===== src/rtl/mat4_pkg.sv =====
package mat4_pkg;

    localparam int unsigned DIM = 4;

    typedef enum logic [0:0] {
        ST_QUADRANT = 1'b0,   // pair adjacent rows, transpose 2x2 corners
        ST_FINISH   = 1'b1    // pair rows two apart, settle quadrants
    } stage_kind_e;

    // first source row feeding output row k
    function automatic int unsigned src_lo(stage_kind_e kind, int unsigned k);
        return (kind == ST_QUADRANT) ? 2 * (k / 2) : (k % 2);
    endfunction

    // second source row feeding output row k
    function automatic int unsigned src_hi(stage_kind_e kind, int unsigned k);
        return (kind == ST_QUADRANT) ? 2 * (k / 2) + 1 : (k % 2) + 2;
    endfunction

    // lane l of output row k is taken from the second source row when 1
    function automatic bit pick_hi(stage_kind_e kind, int unsigned k, int unsigned l);
        return (kind == ST_QUADRANT) ? bit'(l % 2) : bit'(l / 2);
    endfunction

    // source lane for lane l of output row k
    function automatic int unsigned pick_lane(stage_kind_e kind, int unsigned k, int unsigned l);
        return (kind == ST_QUADRANT) ? 2 * (l / 2) + (k % 2) : 2 * (k / 2) + (l % 2);
    endfunction

endpackage


===== src/rtl/row_pair_swizzle.sv =====
module row_pair_swizzle #(
    parameter int unsigned          W    = 32,
    parameter mat4_pkg::stage_kind_e KIND = mat4_pkg::ST_QUADRANT,
    parameter int unsigned          ROW  = 0
) (
    input  logic [mat4_pkg::DIM*W-1:0] row_lo,
    input  logic [mat4_pkg::DIM*W-1:0] row_hi,
    output logic [mat4_pkg::DIM*W-1:0] row_out
);
    import mat4_pkg::*;

    for (genvar l = 0; l < DIM; l++) begin : g_lane
        localparam bit          TAKE_HI = pick_hi(KIND, ROW, l);
        localparam int unsigned SRC_LN  = pick_lane(KIND, ROW, l);
        if (TAKE_HI) begin : g_hi
            assign row_out[l*W +: W] = row_hi[SRC_LN*W +: W];
        end else begin : g_lo
            assign row_out[l*W +: W] = row_lo[SRC_LN*W +: W];
        end
    end

endmodule


===== src/rtl/swizzle_stage.sv =====
module swizzle_stage #(
    parameter int unsigned          W    = 32,
    parameter mat4_pkg::stage_kind_e KIND = mat4_pkg::ST_QUADRANT
) (
    input  logic                                 clk,
    input  logic                                 rst,
    input  logic                                 in_vld,
    input  logic [mat4_pkg::DIM*mat4_pkg::DIM*W-1:0] in_mat,
    output logic                                 out_vld,
    output logic [mat4_pkg::DIM*mat4_pkg::DIM*W-1:0] out_mat
);
    import mat4_pkg::*;

    localparam int unsigned ROW_W = DIM * W;
    localparam int unsigned MAT_W = DIM * ROW_W;

    typedef struct packed {
        logic             vld;
        logic [MAT_W-1:0] mat;
    } stage_st_t;

    stage_st_t        st_d, st_q;
    logic [MAT_W-1:0] swz_mat;

    for (genvar k = 0; k < DIM; k++) begin : g_row
        localparam int unsigned LO = src_lo(KIND, k);
        localparam int unsigned HI = src_hi(KIND, k);
        row_pair_swizzle #(
            .W    (W),
            .KIND (KIND),
            .ROW  (k)
        ) u_swz (
            .row_lo  (in_mat[LO*ROW_W +: ROW_W]),
            .row_hi  (in_mat[HI*ROW_W +: ROW_W]),
            .row_out (swz_mat[k*ROW_W +: ROW_W])
        );
    end

    always_comb begin
        st_d     = st_q;
        st_d.vld = in_vld;
        if (in_vld) begin
            st_d.mat = swz_mat;
        end
    end

    always_ff @(posedge clk) begin
        if (rst) begin
            st_q <= '0;
        end else begin
            st_q <= st_d;
        end
    end

    assign out_vld = st_q.vld;
    assign out_mat = st_q.mat;

    a_r2_valid_forward: assert property (@(posedge clk) disable iff (rst)
        in_vld |=> out_vld);
    a_r2_no_spurious: assert property (@(posedge clk) disable iff (rst)
        !in_vld |=> !out_vld);
    a_r5_data_hold: assert property (@(posedge clk) disable iff (rst)
        !in_vld |=> $stable(out_mat));
    a_r4_reset_clear: assert property (@(posedge clk)
        rst |=> (!out_vld && out_mat == '0));

endmodule


===== src/rtl/mat4_transpose2.sv =====
module mat4_transpose2 #(
    parameter int unsigned DATA_W = 32
) (
    input  logic                   clk,
    input  logic                   rst,
    input  logic                   in_valid,
    input  logic [16*DATA_W-1:0]   in_matrix,
    output logic                   out_valid,
    output logic [16*DATA_W-1:0]   out_matrix
);
    import mat4_pkg::*;

    localparam int unsigned MAT_W = DIM * DIM * DATA_W;

    logic             mid_vld;
    logic [MAT_W-1:0] mid_mat;

    swizzle_stage #(
        .W    (DATA_W),
        .KIND (ST_QUADRANT)
    ) u_stage_quad (
        .clk     (clk),
        .rst     (rst),
        .in_vld  (in_valid),
        .in_mat  (in_matrix),
        .out_vld (mid_vld),
        .out_mat (mid_mat)
    );

    swizzle_stage #(
        .W    (DATA_W),
        .KIND (ST_FINISH)
    ) u_stage_finish (
        .clk     (clk),
        .rst     (rst),
        .in_vld  (mid_vld),
        .in_mat  (mid_mat),
        .out_vld (out_valid),
        .out_mat (out_matrix)
    );

    // plain index-swap model, independent of the swizzle tables
    function automatic logic [MAT_W-1:0] flip(input logic [MAT_W-1:0] m);
        logic [MAT_W-1:0] t;
        t = '0;
        for (int i = 0; i < DIM; i++) begin
            for (int j = 0; j < DIM; j++) begin
                t[(i*DIM+j)*DATA_W +: DATA_W] = m[(j*DIM+i)*DATA_W +: DATA_W];
            end
        end
        return t;
    endfunction

    a_r1_transpose: assert property (@(posedge clk) disable iff (rst)
        out_valid |-> (out_matrix == flip($past(in_matrix, 2))));
    a_r3_pipe_order: assert property (@(posedge clk) disable iff (rst)
        mid_vld |=> out_valid);

endmodule


===== config.mk =====
export PLATFORM = sky130hd
export DESIGN_NAME = mat4_transpose2
export DESIGN_NICKNAME = d
export VERILOG_FILES = /design/src/rtl/mat4_pkg.sv /design/src/rtl/row_pair_swizzle.sv /design/src/rtl/swizzle_stage.sv /design/src/rtl/mat4_transpose2.sv
export SDC_FILE = /design/constraint.sdc
export NUM_CORES = 2
export LEC_CHECK = 0
export BUFFER_PORTS_ARGS = -buffer_cell sky130_fd_sc_hd__buf_2
export CAP_MARGIN = 20
export CORE_AREA = 8 8 397 399
export DETAILED_ROUTE_END_ITERATION = 8
export DIE_AREA = 0 0 405 407
export PLACE_DENSITY = 0.54
export SLEW_MARGIN = 20
export SYNTH_ARGS = -nofsm -noshare
export SYNTH_HDL_FRONTEND = slang
export SYNTH_SLANG_ARGS = --single-unit

===== constraint.sdc =====
create_clock -name clk -period 2.6 [get_ports clk]
set_input_delay 0.39 -clock clk [delete_from_list [all_inputs] [get_ports clk]]
set_output_delay 0.39 -clock clk [all_outputs]
set_load 0.01 [all_outputs]

==> results.py <==
metrics = {
    "floorplan": {
        "core_area_mm2": 0.151,
        "std_cell_rows": 143,
        "die_area_mm2": 0.165,
        "die-width_um": 405,
        "start_util_pct": 24.4,
        "io_pins": 1028,
        "die_h_um": 407,
    },
    "logic_synthesis": {
        "synth_area_mm2": 0.0369,
        "synthTopCellsByArea": "dfxtp_1 56%, mux2i_1 28%, nor2_1 10%",
        "ys_types": 11,
        "syn_area_per_cell_um2": 11.2,
        "yosysTopAreaCell": "dfxtp_1",
        "ys_seq_elements": 1026,
        "ys_seq_area_share_pct": 55.7,
        "netlist_instances": 3304,
        "yosys_warnings": 0,
        "yosysTopAreaCellShare_pct": 55.7,
        "synth.net_count": 3819,
    },
    "setup_path": {
        "max_stage_delay_ns": 0.50,
        "cp-start-kind": "register",
        "critPathBufInv": 1,
        "path_delay_family": "flip-flops",
        "cp.arrival_ns": 1.43,
        "path_cells": "buf_2",
        "cp_data_required_time_ns": 2.21,
        "cp_max_fo": 2,
        "cp_slowest_cell": "dfxtp_1",
        "crit_type": "register to output pin",
        "endpoint_kind": "output pin",
    },
    "place": {
        "routabilityCongestion": 0.820,
        "dp_hpwl_um": 97200,
        "port_buffers": 1027,
    },
    "clock_tree": {
        "cts_tree": "done",
        "clk_pin_slew_ns": 0.06,
        "post_cts_buffers": 0,
        "cts_root_buf": "clkbuf_16",
        "clock_latency_ns": 0.72,
        "numCtsBuffers": 111,
        "cts_num_sinks": 1026,
        "clockBufferDepth": 3,
        "htree_levels": 3,
        "cts_resized": 0,
    },
    "route": {
        "via_count": 28400,
        "drtAntennaViolNets": 0,
        "routed_wl_um": 131000,
        "wl_per_cell_um": 18.7,
        "avgViaCountPerCell": 4.07,
        "drt_iter0_markers": 1421,
        "first_pass_iters": 5,
        "drcViolationCount": 0,
    },
    "pwr": {
        "seqPwrFrac_pct": 46.5,
        "cellPowerDensity_mw_per_mm2": 691,
        "p_int_mw": 27.4,
        "combPwrFrac_pct": 9.8,
        "pwr-share-clk_pct": 43.7,
        "power_switching_mw": 8.72,
        "irDropWorstVdd_v": 0.000541,
        "p_leak_nw": 24.4,
        "swShare_pct": 24.1,
    },
    "cells_and_area": {
        "area_delta_synth_final_pct": 41.9,
        "finalNetCount": 5340,
        "drive_gt1_share_pct": 26.1,
        "final_cell_mix": "1025 x buf_2, 1025 x dfxtp_1, 1024 x mux2i_1, 1024 x nor2_1, 520 x dlygate4sd3_1",
    },
    "global_route": {
        "antenna_found_initial": 23,
        "grt_max_degree": 144,
        "grt_pass1_wl_um": 189000,
        "overflow": 0,
        "grt_pass1_vias": 29000,
        "grt_use_total_pct": 14.9,
    },
    "run": {
        "cap_viol_max_count": 0,
    },
    "sta": {
        "period_share_pct": 69.8,
        "fin_hold_ws_ns": 0.191,
        "setup_viol": 0,
        "tns_ns": 0,
        "slew_headroom_pct": 54.8,
        "worst_slew_pin_slew_ns": 0.678,
        "min_period_ns": 1.82,
        "hold_viol_final": 0,
        "rsz0062_at_grt": "no",
        "fmax_ghz": 0.551,
        "finClkSkew_ns": 0.0316,
        "slew_viol_final": 0,
    },
    "run_status": {
        "status": "completed",
    },
    "min_path": {
        "hold_class": "input port to register",
    },
}
-- path summary, 6_finish.rpt --
path,startpoint,to,slack [ns],depth (start not counted)
max,u_stage_finish.out_mat[320]$_SDFFE_PP0P_,out_matrix[320],0.78,1
min,in_valid,u_stage_quad.out_mat[93]$_SDFFE_PP0P_,0.19,4
max reg2reg,u_stage_quad.out_vld$_SDFF_PP0_,u_stage_finish.out_mat[216]$_SDFFE_PP0P_,0.90,4
min reg2reg,u_stage_quad.out_mat[29]$_SDFFE_PP0P_,u_stage_finish.out_mat[29]$_SDFFE_PP0P_,0.47,2
-- per-stage QoR --
| stage | instance area, um2 | instances | worst slack (ns) | util (%) | power (mW) |
|---|---|---|---|---|---|
| 6_report | 52300 | 6967 | 0.785 | 34.6 | 36.2 |
| 5_1_grt | 52300 | 6965 | 0.637 | 34.6 | 37.7 |
| 4_1_cts | 52300 | 6945 | 0.563 | 34.6 | 36.7 |
| 3_5_place_dp | 43400 | 6222 | 0.858 | 28.7 | 20.1 |
| 3_3_place_gp | 43400 | 6222 | 0.876 | 28.7 | 20.0 |
| 2_1_floorplan | 36900 | 3304 | 1.40 | - | 19.0 |
-- synth_stat cells, drive strengths merged --
cell / n
buf: 212
clkbuf: 16
dfxtp: 1026
mux2i: 1024
nor2: 1024
nor2b: 2
-- layer usage --
metal	global-route usage (%)	part of all wire, %	up-vias
met5	0	0.019	-
met2	26.2	50	788
li1	-	-	14100
met4	4.90	2.8	4
met1	17.4	41	13300
met3	4.10	6.5	185
-- power by group through the flow --
stage | Combinational (mW) | Clock [mW] | Sequential, mW
floorplan | 1.87 | 0 | 17.1
global placement | 2.86 | 0 | 17.1
detailed placement | 2.90 | 0 | 17.2
CTS | 3.60 | 16.3 | 16.8
global route | 3.86 | 16.9 | 16.9
finish | 3.55 | 15.8 | 16.8
-- final cells by class --
type                    instances  area (um2)
fillers                     15200       98800
repair buffers               1636       11400
well taps                    2030        2540
flip-flops and latches       1026       20500
diodes                         22        55.1
multi-input cells            2050       14100
clock buffers                 173        3290
clock inverters                30         395
-- state kept, by name, indices dropped and copies added (netlist names) --
| register | flops |
|---|---|
| u_stage_finish.out_mat | 512 |
| u_stage_quad.out_mat | 512 |
| u_stage_finish.out_vld | 1 |
| u_stage_quad.out_vld | 1 |
-- kinds of logic (layout without fill, tap and decap cells) --
logic type,Yosys count,after routing,share of synthesized area (%)
buffers and inverters,228,1839,6.05
AND/OR/NAND/NOR,1026,1026,10.5
other,0,22,0
multiplexers,1024,1024,27.8
flip-flops,1026,1026,55.7
-- what timing repair did --
item                                    in CTS  in global routing
hold endpoints to repair                   520                  0
hold buffers                               520                  0
endpoints found under the setup margin       0                  0
Power figures use the tool's default switching activity.
